===== config.mk =====
export PLATFORM = sky130hd
export DESIGN_NAME = spi_crc_cmd_rx
export DESIGN_NICKNAME = d
export VERILOG_FILES = /design/src/rtl/spi_crc_pkg.sv /design/src/rtl/spi_crc_sync.sv /design/src/rtl/spi_crc_edge.sv /design/src/rtl/spi_crc_frame_rx.sv /design/src/rtl/spi_crc_readback_tx.sv /design/src/rtl/spi_crc_cmd_rx.sv
export SDC_FILE = /design/constraint.sdc
export NUM_CORES = 1
export LEC_CHECK = 0
export BUFFER_PORTS_ARGS = -buffer_cell sky130_fd_sc_hd__buf_4
export CORE_MARGIN = 2
export CORE_UTILIZATION = 40
export CTS_CLUSTER_SIZE = 12
export DETAILED_ROUTE_END_ITERATION = 8
export PLACE_DENSITY = 0.58
export REMOVE_ABC_BUFFERS = 1
export SKIP_LAST_GASP = 1
export SLEW_MARGIN = 20
export SYNTH_ARGS = -nofsm -noshare
export SYNTH_HDL_FRONTEND = slang
export SYNTH_SLANG_ARGS = --single-unit

===== constraint.sdc =====
create_clock -name clk -period 4.8 [get_ports clk]
set_input_delay 0.24 -clock clk [delete_from_list [all_inputs] [get_ports clk]]
set_output_delay 0.24 -clock clk [all_outputs]
set_load 0.005 [all_outputs]

===== src/rtl/spi_crc_pkg.sv =====
package spi_crc_pkg;
   localparam int CRC_W = 8;

   // one serial CRC step, message bit enters at the top of the register
   function automatic logic [CRC_W-1:0] crc_step(input logic [CRC_W-1:0] cur,
                                                 input logic             bit_in,
                                                 input logic [CRC_W-1:0] poly);
      logic fb;
      fb = cur[CRC_W-1] ^ bit_in;
      return {cur[CRC_W-2:0], 1'b0} ^ (fb ? poly : '0);
   endfunction
endpackage


===== src/rtl/spi_crc_sync.sv =====
module spi_crc_sync #(
   parameter int W      = 3,
   parameter int STAGES = 2
) (
   input  logic         clk,
   input  logic         rst_n,
   input  logic [W-1:0] din,
   output logic [W-1:0] lvl
);
   if (STAGES < 2) begin : g_bad_stages
      $error("spi_crc_sync: STAGES must be at least 2");
   end
   if (W < 1) begin : g_bad_width
      $error("spi_crc_sync: W must be at least 1");
   end

   logic [W-1:0] pipe [STAGES];

   always_ff @(posedge clk or negedge rst_n) begin
      if (!rst_n) begin
         for (int i = 0; i < STAGES; i++) pipe[i] <= '0;
      end else begin
         pipe[0] <= din;
         for (int i = 1; i < STAGES; i++) pipe[i] <= pipe[i-1];
      end
   end

   assign lvl = pipe[STAGES-1];
endmodule


===== src/rtl/spi_crc_edge.sv =====
module spi_crc_edge #(
   parameter bit RISING = 1'b1
) (
   input  logic clk,
   input  logic rst_n,
   input  logic lvl,
   output logic strobe
);
   logic prev;

   always_ff @(posedge clk or negedge rst_n) begin
      if (!rst_n) prev <= 1'b0;
      else        prev <= lvl;
   end

   if (RISING) begin : g_rise
      assign strobe = lvl & ~prev;
   end else begin : g_fall
      assign strobe = ~lvl & prev;
   end
endmodule


===== src/rtl/spi_crc_frame_rx.sv =====
module spi_crc_frame_rx
   import spi_crc_pkg::*;
#(
   parameter int                CMD_W     = 8,
   parameter int                DATA_W    = 16,
   parameter logic [CRC_W-1:0]  POLY      = 8'h07,
   parameter logic [CMD_W-1:0]  SRST_CODE = 8'h96
) (
   input  logic              clk,
   input  logic              rst_n,
   input  logic              sclk_rise,
   input  logic              sdi,
   input  logic              latch_rise,
   input  logic              crc_en,
   output logic              cmd_valid,
   output logic [CMD_W-1:0]  cmd_byte,
   output logic [DATA_W-1:0] cmd_data,
   output logic              crc_fault
);
   localparam int PAY_W = CMD_W + DATA_W;
   localparam int FRM_W = PAY_W + CRC_W;
   localparam int CNT_W = $clog2(FRM_W + 1);

   if (PAY_W < CRC_W) begin : g_bad_payload
      $error("spi_crc_frame_rx: payload narrower than CRC");
   end

   logic [FRM_W-1:0] shreg;
   logic [CNT_W-1:0] cnt;
   logic [CRC_W-1:0] crc, crc_nxt;
   logic             ready_ok;   // last edge closed a 32-bit frame that passed
   logic             mode_q;
   logic [PAY_W-1:0] pay;
   logic             commit;

   always_comb crc_nxt = crc_step(crc, sdi, POLY);

   // payload location depends on frame mode
   assign pay    = crc_en ? shreg[FRM_W-1:CRC_W] : shreg[PAY_W-1:0];
   assign commit = crc_en ? ready_ok : (cnt >= CNT_W'(PAY_W));

   always_ff @(posedge clk or negedge rst_n) begin
      if (!rst_n) begin
         shreg     <= '0;
         cnt       <= '0;
         crc       <= '0;
         ready_ok  <= 1'b0;
         mode_q    <= 1'b0;
         cmd_valid <= 1'b0;
         cmd_byte  <= '0;
         cmd_data  <= '0;
         crc_fault <= 1'b0;
      end else begin
         cmd_valid <= 1'b0;
         mode_q    <= crc_en;
         if (crc_en != mode_q) begin
            // mode change realigns
            cnt      <= '0;
            crc      <= '0;
            ready_ok <= 1'b0;
         end else if (latch_rise) begin
            // any latch realigns; commit only a complete, good frame
            if (commit) begin
               cmd_valid <= 1'b1;
               cmd_byte  <= pay[PAY_W-1 -: CMD_W];
               cmd_data  <= pay[DATA_W-1:0];
               if (crc_en && pay[PAY_W-1 -: CMD_W] == SRST_CODE) crc_fault <= 1'b0;
            end
            cnt      <= '0;
            crc      <= '0;
            ready_ok <= 1'b0;
         end else if (sclk_rise) begin
            shreg    <= {shreg[FRM_W-2:0], sdi};
            ready_ok <= 1'b0;
            if (crc_en) begin
               if (cnt == CNT_W'(FRM_W - 1)) begin
                  // verdict on every frame boundary
                  cnt <= '0;
                  crc <= '0;
                  if (crc_nxt == '0) ready_ok  <= 1'b1;
                  else               crc_fault <= 1'b1;
               end else begin
                  cnt <= cnt + CNT_W'(1);
                  crc <= crc_nxt;
               end
            end else if (cnt < CNT_W'(PAY_W)) begin
               cnt <= cnt + CNT_W'(1);
            end
         end
         if (!crc_en) crc_fault <= 1'b0;
      end
   end
endmodule


===== src/rtl/spi_crc_readback_tx.sv =====
module spi_crc_readback_tx
   import spi_crc_pkg::*;
#(
   parameter int               PAY_W = 24,
   parameter logic [CRC_W-1:0] POLY  = 8'h07
) (
   input  logic             clk,
   input  logic             rst_n,
   input  logic             shift_en,
   input  logic             rd_load,
   input  logic [PAY_W-1:0] rd_word,
   input  logic             crc_en,
   output logic             sdo
);
   localparam int FRM_W = PAY_W + CRC_W;

   logic [FRM_W-1:0] oreg;
   logic [CRC_W-1:0] rd_crc;

   // CRC over the readback word, MSB first
   always_comb begin
      rd_crc = '0;
      for (int i = PAY_W - 1; i >= 0; i--) rd_crc = crc_step(rd_crc, rd_word[i], POLY);
   end

   always_ff @(posedge clk or negedge rst_n) begin
      if (!rst_n)        oreg <= '0;
      else if (rd_load)  oreg <= {rd_word, (crc_en ? rd_crc : {CRC_W{1'b0}})};
      else if (shift_en) oreg <= {oreg[FRM_W-2:0], 1'b0};
   end

   assign sdo = oreg[FRM_W-1];
endmodule


===== src/rtl/spi_crc_cmd_rx.sv =====
module spi_crc_cmd_rx
   import spi_crc_pkg::*;
#(
   parameter int                CMD_W       = 8,
   parameter int                DATA_W      = 16,
   parameter int                SYNC_STAGES = 2,
   parameter logic [CRC_W-1:0]  POLY        = 8'h07,
   parameter logic [CMD_W-1:0]  SRST_CODE   = 8'h96,
   parameter bit                SDO_ON_FALL = 1'b1
) (
   input  logic                      clk,
   input  logic                      rst_n,
   input  logic                      sclk,
   input  logic                      sdi,
   input  logic                      latch,
   input  logic                      crc_en,
   input  logic                      rd_load,
   input  logic [CMD_W+DATA_W-1:0]   rd_word,
   output logic                      cmd_valid,
   output logic [CMD_W-1:0]          cmd_byte,
   output logic [DATA_W-1:0]         cmd_data,
   output logic                      crc_fault,
   output logic                      alarm_n,
   output logic                      sdo
);
   localparam int PAY_W = CMD_W + DATA_W;

   if (CMD_W < 1 || DATA_W < 1) begin : g_bad_fields
      $error("spi_crc_cmd_rx: field widths must be positive");
   end

   logic [2:0] sync_lvl;
   logic       sclk_rise;
   logic       sdo_shift;
   logic       latch_rise;

   spi_crc_sync #(.W(3), .STAGES(SYNC_STAGES)) u_sync (
      .clk   (clk),
      .rst_n (rst_n),
      .din   ({latch, sdi, sclk}),
      .lvl   (sync_lvl)
   );

   spi_crc_edge #(.RISING(1'b1)) u_sclk_rise (
      .clk(clk), .rst_n(rst_n), .lvl(sync_lvl[0]), .strobe(sclk_rise)
   );

   spi_crc_edge #(.RISING(!SDO_ON_FALL)) u_sclk_out (
      .clk(clk), .rst_n(rst_n), .lvl(sync_lvl[0]), .strobe(sdo_shift)
   );

   spi_crc_edge #(.RISING(1'b1)) u_latch_rise (
      .clk(clk), .rst_n(rst_n), .lvl(sync_lvl[2]), .strobe(latch_rise)
   );

   spi_crc_frame_rx #(
      .CMD_W(CMD_W), .DATA_W(DATA_W), .POLY(POLY), .SRST_CODE(SRST_CODE)
   ) u_rx (
      .clk        (clk),
      .rst_n      (rst_n),
      .sclk_rise  (sclk_rise),
      .sdi        (sync_lvl[1]),
      .latch_rise (latch_rise),
      .crc_en     (crc_en),
      .cmd_valid  (cmd_valid),
      .cmd_byte   (cmd_byte),
      .cmd_data   (cmd_data),
      .crc_fault  (crc_fault)
   );

   spi_crc_readback_tx #(.PAY_W(PAY_W), .POLY(POLY)) u_tx (
      .clk      (clk),
      .rst_n    (rst_n),
      .shift_en (sdo_shift),
      .rd_load  (rd_load),
      .rd_word  (rd_word),
      .crc_en   (crc_en),
      .sdo      (sdo)
   );

   assign alarm_n = ~crc_fault;
endmodule


# After elaboration in Yosys (flattened, before gate mapping)
# Cells that the tools add are included.
[totals] output_inout_bits=28 reg_bits=114 elab_cells=152
[classes] n_reduce_logical=11 add_sub_neg=1 n_eq_ne=9 n_bitwise=57 n_lt_le_gt_ge=2 muxes=58
[op_table] operator="$xor A8 B8 Y8" n=24
[op_table] operator="$mux W3" n=25
[op_table] operator="$mux W32" n=2
[op_table] operator="$mux W8" n=6
[op_table] operator="$mux W6" n=6
[op_table] operator="$mux W24" n=1
[op_table] operator="$xor A1 B1 Y1" n=23
[op_table] operator="$mux W1" n=18
[op_table] operator="$eq A8 B8 Y1 const B" n=1
[op_table] operator="$logic_not A8 Y1" n=1
[op_table] operator="$add A6 B1 Y6 const B" n=1
[op_table] operator="$eq A6 B5 Y1 const B" n=1
[op_table] operator="$ge A6 B5 Y1 const B" n=1
[op_table] operator="$lt A6 B5 Y1 const B" n=1
[op_table] operator="$ne A3 B1 Y1 const B" n=2
[op_table] operator="$ne A3 B2 Y1 const B" n=2
[op_table] operator="$not A1 Y1" n=6
[op_table] operator="$reduce_and A3 Y1" n=2
[op_table] operator="$reduce_and A6 Y1" n=1
[op_table] operator="$reduce_bool A3 Y1" n=2
[op_table] operator="$reduce_and A2 Y1" n=2
[op_table] operator="$reduce_bool A4 Y1" n=1
[op_table] operator="$and A1 B1 Y1" n=3
[op_table] operator="$ne A3 B3 Y1 const B" n=1
[op_table] operator="5 further kinds" n=5

# Logic depth before layout (Yosys ltp)
[logic_depth] word_depth=71 mapped_depth=7

# By module
# From an unflattened synthesis, not the netlist that was laid out.
[hier_totals] cells_unflattened=464 area_unflattened_um2=5594.1
[by_module_without_submodules] mod="spi_crc_frame_rx" n_inst=1 cells_per_inst=263 area_per_inst_um2=3256.9
[by_module_without_submodules] mod="spi_crc_readback_tx" n_inst=1 cells_per_inst=185 area_per_inst_um2=2044.5
[by_module_without_submodules] mod="spi_crc_sync" n_inst=1 cells_per_inst=9 area_per_inst_um2=172.7
[by_module_without_submodules] mod="spi_crc_edge" n_inst=3 cells_per_inst=2 area_per_inst_um2=38.8
[by_module_without_submodules] mod="spi_crc_cmd_rx" n_inst=1 cells_per_inst=1 area_per_inst_um2=3.8

# Least setup slack after synthesis
# OpenSTA, ideal clock, no wires.
[synth_timing] path_type="input-to-reg" from="input port rd_word[20]" to="register u_tx.oreg[3]" n_path_buf=0 arrival_ps=1871 path_slack_ps=2803 cell_stages=5 cell_sequence="xnor2_1 -> xor3_2 -> xnor2_2 -> xnor3_1 -> a221o_1"
[synth_via] elab_chain_cells=31 word_cells_on_any_way=37 cone_classes="mux: 9; bitwise: 28"
[synth_lines] element="start, declared" line_no="spi_crc_cmd_rx.sv:18" rtl="input logic [CMD_W+DATA_W-1:0] rd_word,"
[synth_lines] element="$xor A1 B1 Y1 (*)" line_no="spi_crc_pkg.sv:9" rtl="fb = cur[CRC_W-1] ^ bit_in;"
[synth_lines] element="$mux W3 (*)" line_no="spi_crc_pkg.sv:10" rtl="return {cur[CRC_W-2:0], 1'b0} ^ (fb ? poly : '0);"
[synth_lines] element="$xor A8 B8 Y8 (*) (6 in a row)" line_no="spi_crc_pkg.sv:10"
[synth_lines] element="$xor A1 B1 Y1 / $xor A8 B8 Y8 (equally long branches)" line_no="spi_crc_pkg.sv:9, spi_crc_pkg.sv:10"
[synth_lines] element="$mux W3 / $xor A1 B1 Y1 (equally long branches)" line_no="spi_crc_pkg.sv:10, spi_crc_pkg.sv:9"
[synth_lines] element="$xor A8 B8 Y8 (*) (6 in a row)" line_no="spi_crc_pkg.sv:10"
[synth_lines] element="$xor A1 B1 Y1 / $xor A8 B8 Y8 (equally long branches)" line_no="spi_crc_pkg.sv:9, spi_crc_pkg.sv:10"
[synth_lines] element="$mux W3 / $xor A1 B1 Y1 (equally long branches)" line_no="spi_crc_pkg.sv:10, spi_crc_pkg.sv:9"
[synth_lines] element="$xor A8 B8 Y8 (*) (6 in a row)" line_no="spi_crc_pkg.sv:10"
[synth_lines] element="$xor A1 B1 Y1 / $xor A8 B8 Y8 (equally long branches)" line_no="spi_crc_pkg.sv:9, spi_crc_pkg.sv:10"
[synth_lines] element="$mux W3 / $xor A1 B1 Y1 (equally long branches)" line_no="spi_crc_pkg.sv:10, spi_crc_pkg.sv:9"
[synth_lines] element="$xor A8 B8 Y8 (*) (3 in a row)" line_no="spi_crc_pkg.sv:10"
[synth_lines] element="$mux W8 (*)" line_no="spi_crc_readback_tx.sv:28" rtl="else if (rd_load) oreg <= {rd_word, (crc_en ? rd_crc : {CRC_W{1'b0}})};"
[synth_lines] element="$mux W32 (*)" line_no="spi_crc_readback_tx.sv:28"
[synth_lines] element="end signal, assigned" line_no="spi_crc_readback_tx.sv:28"
[synth_lines] element="end signal, assigned" line_no="spi_crc_readback_tx.sv:29" rtl="else if (shift_en) oreg <= {oreg[FRM_W-2:0], 1'b0};"
[synth_lines] element="end, declared" line_no="spi_crc_readback_tx.sv:17" rtl="logic [FRM_W-1:0] oreg;"
# Every way passes the cells marked *; elsewhere a longest branch is shown, timed or not.
# A chain may end at the register's enable or synchronous reset.

# Worst setup path after layout
[layout_timing] from="register u_rx.mode_q" to="register u_rx.crc[3]"
[layout_via] elab_chain_cells=3 word_cells_on_any_way=5 cone_classes="eq/ne: 1; mux: 1; reduce/logical: 3"
[layout_lines] element="start, declared" line_no="spi_crc_frame_rx.sv:32" rtl="logic mode_q;"
[layout_lines] element="start signal, assigned" line_no="spi_crc_frame_rx.sv:55" rtl="mode_q <= crc_en;"
[layout_lines] element="$ne A1 B1 Y1 (*)" line_no="spi_crc_frame_rx.sv:56" rtl="if (crc_en != mode_q) begin"
[layout_lines] element="$reduce_bool A3 Y1 (no line)"
[layout_lines] element="$reduce_and A2 Y1 (no line)"
[layout_lines] element="end signal, assigned" line_no="spi_crc_frame_rx.sv:84" rtl="crc <= crc_nxt;"
[layout_lines] element="end, declared" line_no="spi_crc_frame_rx.sv:30" rtl="logic [CRC_W-1:0] crc, crc_nxt;"
# Marks and branches as above.

==> summary.txt <==
Outcome
  • Status: complete, but fails checks
  • Violated checks: hold timing

Timing
  • Setup TNS Final: 0 ns
  • Final hold viol count: slightly below 60
  • Min cycle time layout: about 2.2 ns
  • Final setup vio count: 0
  • Fin Hold WS: -0.01843 ns
  • Slew @ Worst Pin: between 0.9 and 1 ns
  • Fin. max-slew vios: 0
  • RSZ-0062 raised after global routing: false
  • Final critical-path setup slack: 2.555 ns
  • Fmax: 0.4454 GHz
  • Slew HR: 39.15%
  • Fin crit share: between 40 and 50%
  • Skew final: around 0.0091 ns

Job
  • Max-cap violations: 0

Place
  • Placer Congestion: about 0.82
  • Place WS: 2.207 ns
  • Post-DP HPWL: about 7500 um
  • Placed Instances: a little under 700
  • Port Buffers: 58
  • Post-DP Area: 0.006081 mm^2

Route
  • DR WL/cell: 15.69 um
  • Remaining antenna violation count after routing: 0
  • Final wirelength: 11170 um
  • # DRC: 0
  • Vias: roughly 3600
  • Drt initial violations: between 150 and 200
  • Length of the first detailed-routing pass in iterations: 5
  • Vias per cell: roughly 5.1

Synthesis
  • Leading area contributor after synthesis: dfrtp_1
  • Cell variety after synth: between 40 and 50
  • Post-synth EDFFs: 0
  • Sequential fraction of the synthesis area: between 50% and 60%
  • Syn_area_per_cell: between 10 and 15 um^2
  • Post-synth top area share: a little over half
  • Top post-synthesis cells by area: dfrtp_1, mux2i_1, mux2_2
  • Ys flop type: dfrtp_1
  • Fraction of registers with async set/reset: 100.0%
  • Syn Inst Count: between 400 and 500
  • Cell Area, Synth: 0.005478 mm^2
  • Synthesized flop and latch total: 114
  • Ys Warns: 0

Floorplan
  • Die area: between 0.01 and 0.015 mm^2
  • CORE AREA: ~0.013 mm^2
  • Initial core utilization: between 40 and 50%
  • Die W: between 100 and 150 um
  • Row Count: 42
  • Die height: between 100 and 150 um
  • Io pins: 59

Power and ir drop
  • Total leakage power: between 3 and 4 nW
  • VDD IR-drop max: ~0.27 mV
  • Pwr dens: approximately 420 mW/mm^2
  • Final Power: around 2.8 mW

Worst setup path
  • Worst r2r path cells: 6
  • R2R setup slack: ~2.6 ns
  • Critical path type: flop to flop
  • Worst-path fanout max: 11
  • Startpoint Class: flop
  • Worst Setup SP: u_rx.mode_q
  • CP endpoint kind: flop
  • Required @ worst endpoint: approximately 5.1 ns
  • Worst r2r dst: u_rx.crc[3]
  • Crit path arrival time: approximately 2.5 ns
  • R2R Path Start: u_rx.mode_q

Clock network
  • Setup repair bufs after CTS: 0
  • Cts repair resizes: 0
  • TritonCTS clock tree: yes
  • Clock H-tree levels: 4
  • Clk buf depth: 2
  • Total CTS buffers: 17
  • CTS root buffer: clkbuf_16
  • Worst-skew pair later-pin latency: roughly 0.41 ns
  • TritonCTS Sinks: about 110
  • CTS clk-pin slew, worst paths: approximately 0.050 ns
  • CTS Hold Buffers Added: 3

Finish
  • Fin cells: about 700
  • Fill cell count: approximately 1200
  • Fin nets: 561
  • Synthesis-to-layout area growth: 22.29%
  • Share of layout cells above drive strength 1: 24.07%
  • Diode count: 0
  • Design area: 0.006699 mm^2
  • Most frequent cells in the layout: dfrtp_1, buf_4, mux2i_1, nand2_1, o21ai_0
  • Leading cell type in the layout, fill and taps excluded: dfrtp_1

GRT
  • Number of global-route vias before repair: about 3700
  • First-pass GRT wire length: 18600 um
  • Largest net degree at the start of global routing: 72
  • Global Route Usage Sum: 16.44%
  • GR Overflow Total: 0
  • Initial antenna violation count: 0

Hold path
  • Hold WC Path Type: input port to async pin
-- metrics by stage --
step                hold WS, ns  util, %
floorplan              -0.05559        -
detailed placement       0.3385    45.74
global placement         0.3355    45.74
global route            0.05483    50.39
CTS                    0.004385    50.18
finish                 -0.01843    50.39
-- state kept, by name, indices dropped and copies added, names as in the netlist --
register	flops
u_rx.cnt	6
u_rx.shreg	32
u_rx.mode_q	1
u_rx.ready_ok	1
u_rx.cmd_byte	8
u_sync.pipe	3
u_tx.oreg	32
u_sclk_out.prev	1
u_sync.lvl	3
u_rx.cmd_valid	1
u_rx.cmd_data	16
u_latch_rise.prev	1
u_rx.crc_fault	1
u_rx.crc	8
-- report_power, final --
part | switching, mW | internal (mW)
Combinational | 0.222 | 0.280
Sequential | 0.0603 | 1.06
Clock | 0.402 | 0.794
-- cell usage after synthesis, types with 5 or more instances --
cell	instances
buf_1	5
xnor3_1	10
clkbuf_1	18
nor2_1	34
inv_1	8
dfrtp_1	114
o21ai_0	35
a22o_1	9
a21oi_1	31
mux2_2	33
nand2_1	38
xnor2_1	27
mux2i_1	48
-- kinds of logic (layout without fill, tap and decap cells) --
group                    Yosys count  in the layout  synth area share (%)
flip-flops                       114            114                 52.08
AO/OA/AOI/OAI                     89             89                 9.320
multiplexers                      81             81                 15.56
buffers and inverters             31            102                 2.124
XOR/XNOR                          49             49                 12.22
adder cells (fa/ha/maj)            4              4                0.9137
AND/OR/NAND/NOR                   97             97                 7.789
-- worst max-delay path by stage --
stage / end / slack, ns
after global placement: u_rx.crc[6] / 2.46
after detailed placement: u_rx.crc[3] / 2.21
final: u_rx.crc[3] / 2.56
after global routing: u_rx.crc[7] / 2.34
after CTS: u_rx.crc[3] / 2.53
after floorplan: u_rx.cmd_byte[0] / 1.95
-- layout make-up --
class                   count  area (um^2)  area share (%)
inverters                   8        30.03          0.4483
well taps                 176        220.2           3.287
flip-flops and latches    114         2853           42.59
repair buffers             65        515.5           7.695
clock buffers              24        481.7           7.191
multi-input cells         320         2520           37.62
clock inverters             5        78.83           1.177
-- critical path: stages, from the launching register on --
cell     delay [ns]
dfrtp_1        0.31
inv_1          0.04
ha_1           0.35
nand2_1        0.17
a21oi_1        0.69
nor3_1         0.30
a22o_1         0.27
-- per-layer routing --
layer / global-route usage [%] / wire [um] / up-vias
li1: - / - / 1746
met1: 21.20 / 5129 / 1808
met2: 26.79 / 5448 / 75
met3: 3.900 / 431 / 13
met4: 6.468 / 158 / 0
met5: 0 / 0 / -
Power figures use the tool's default switching activity.
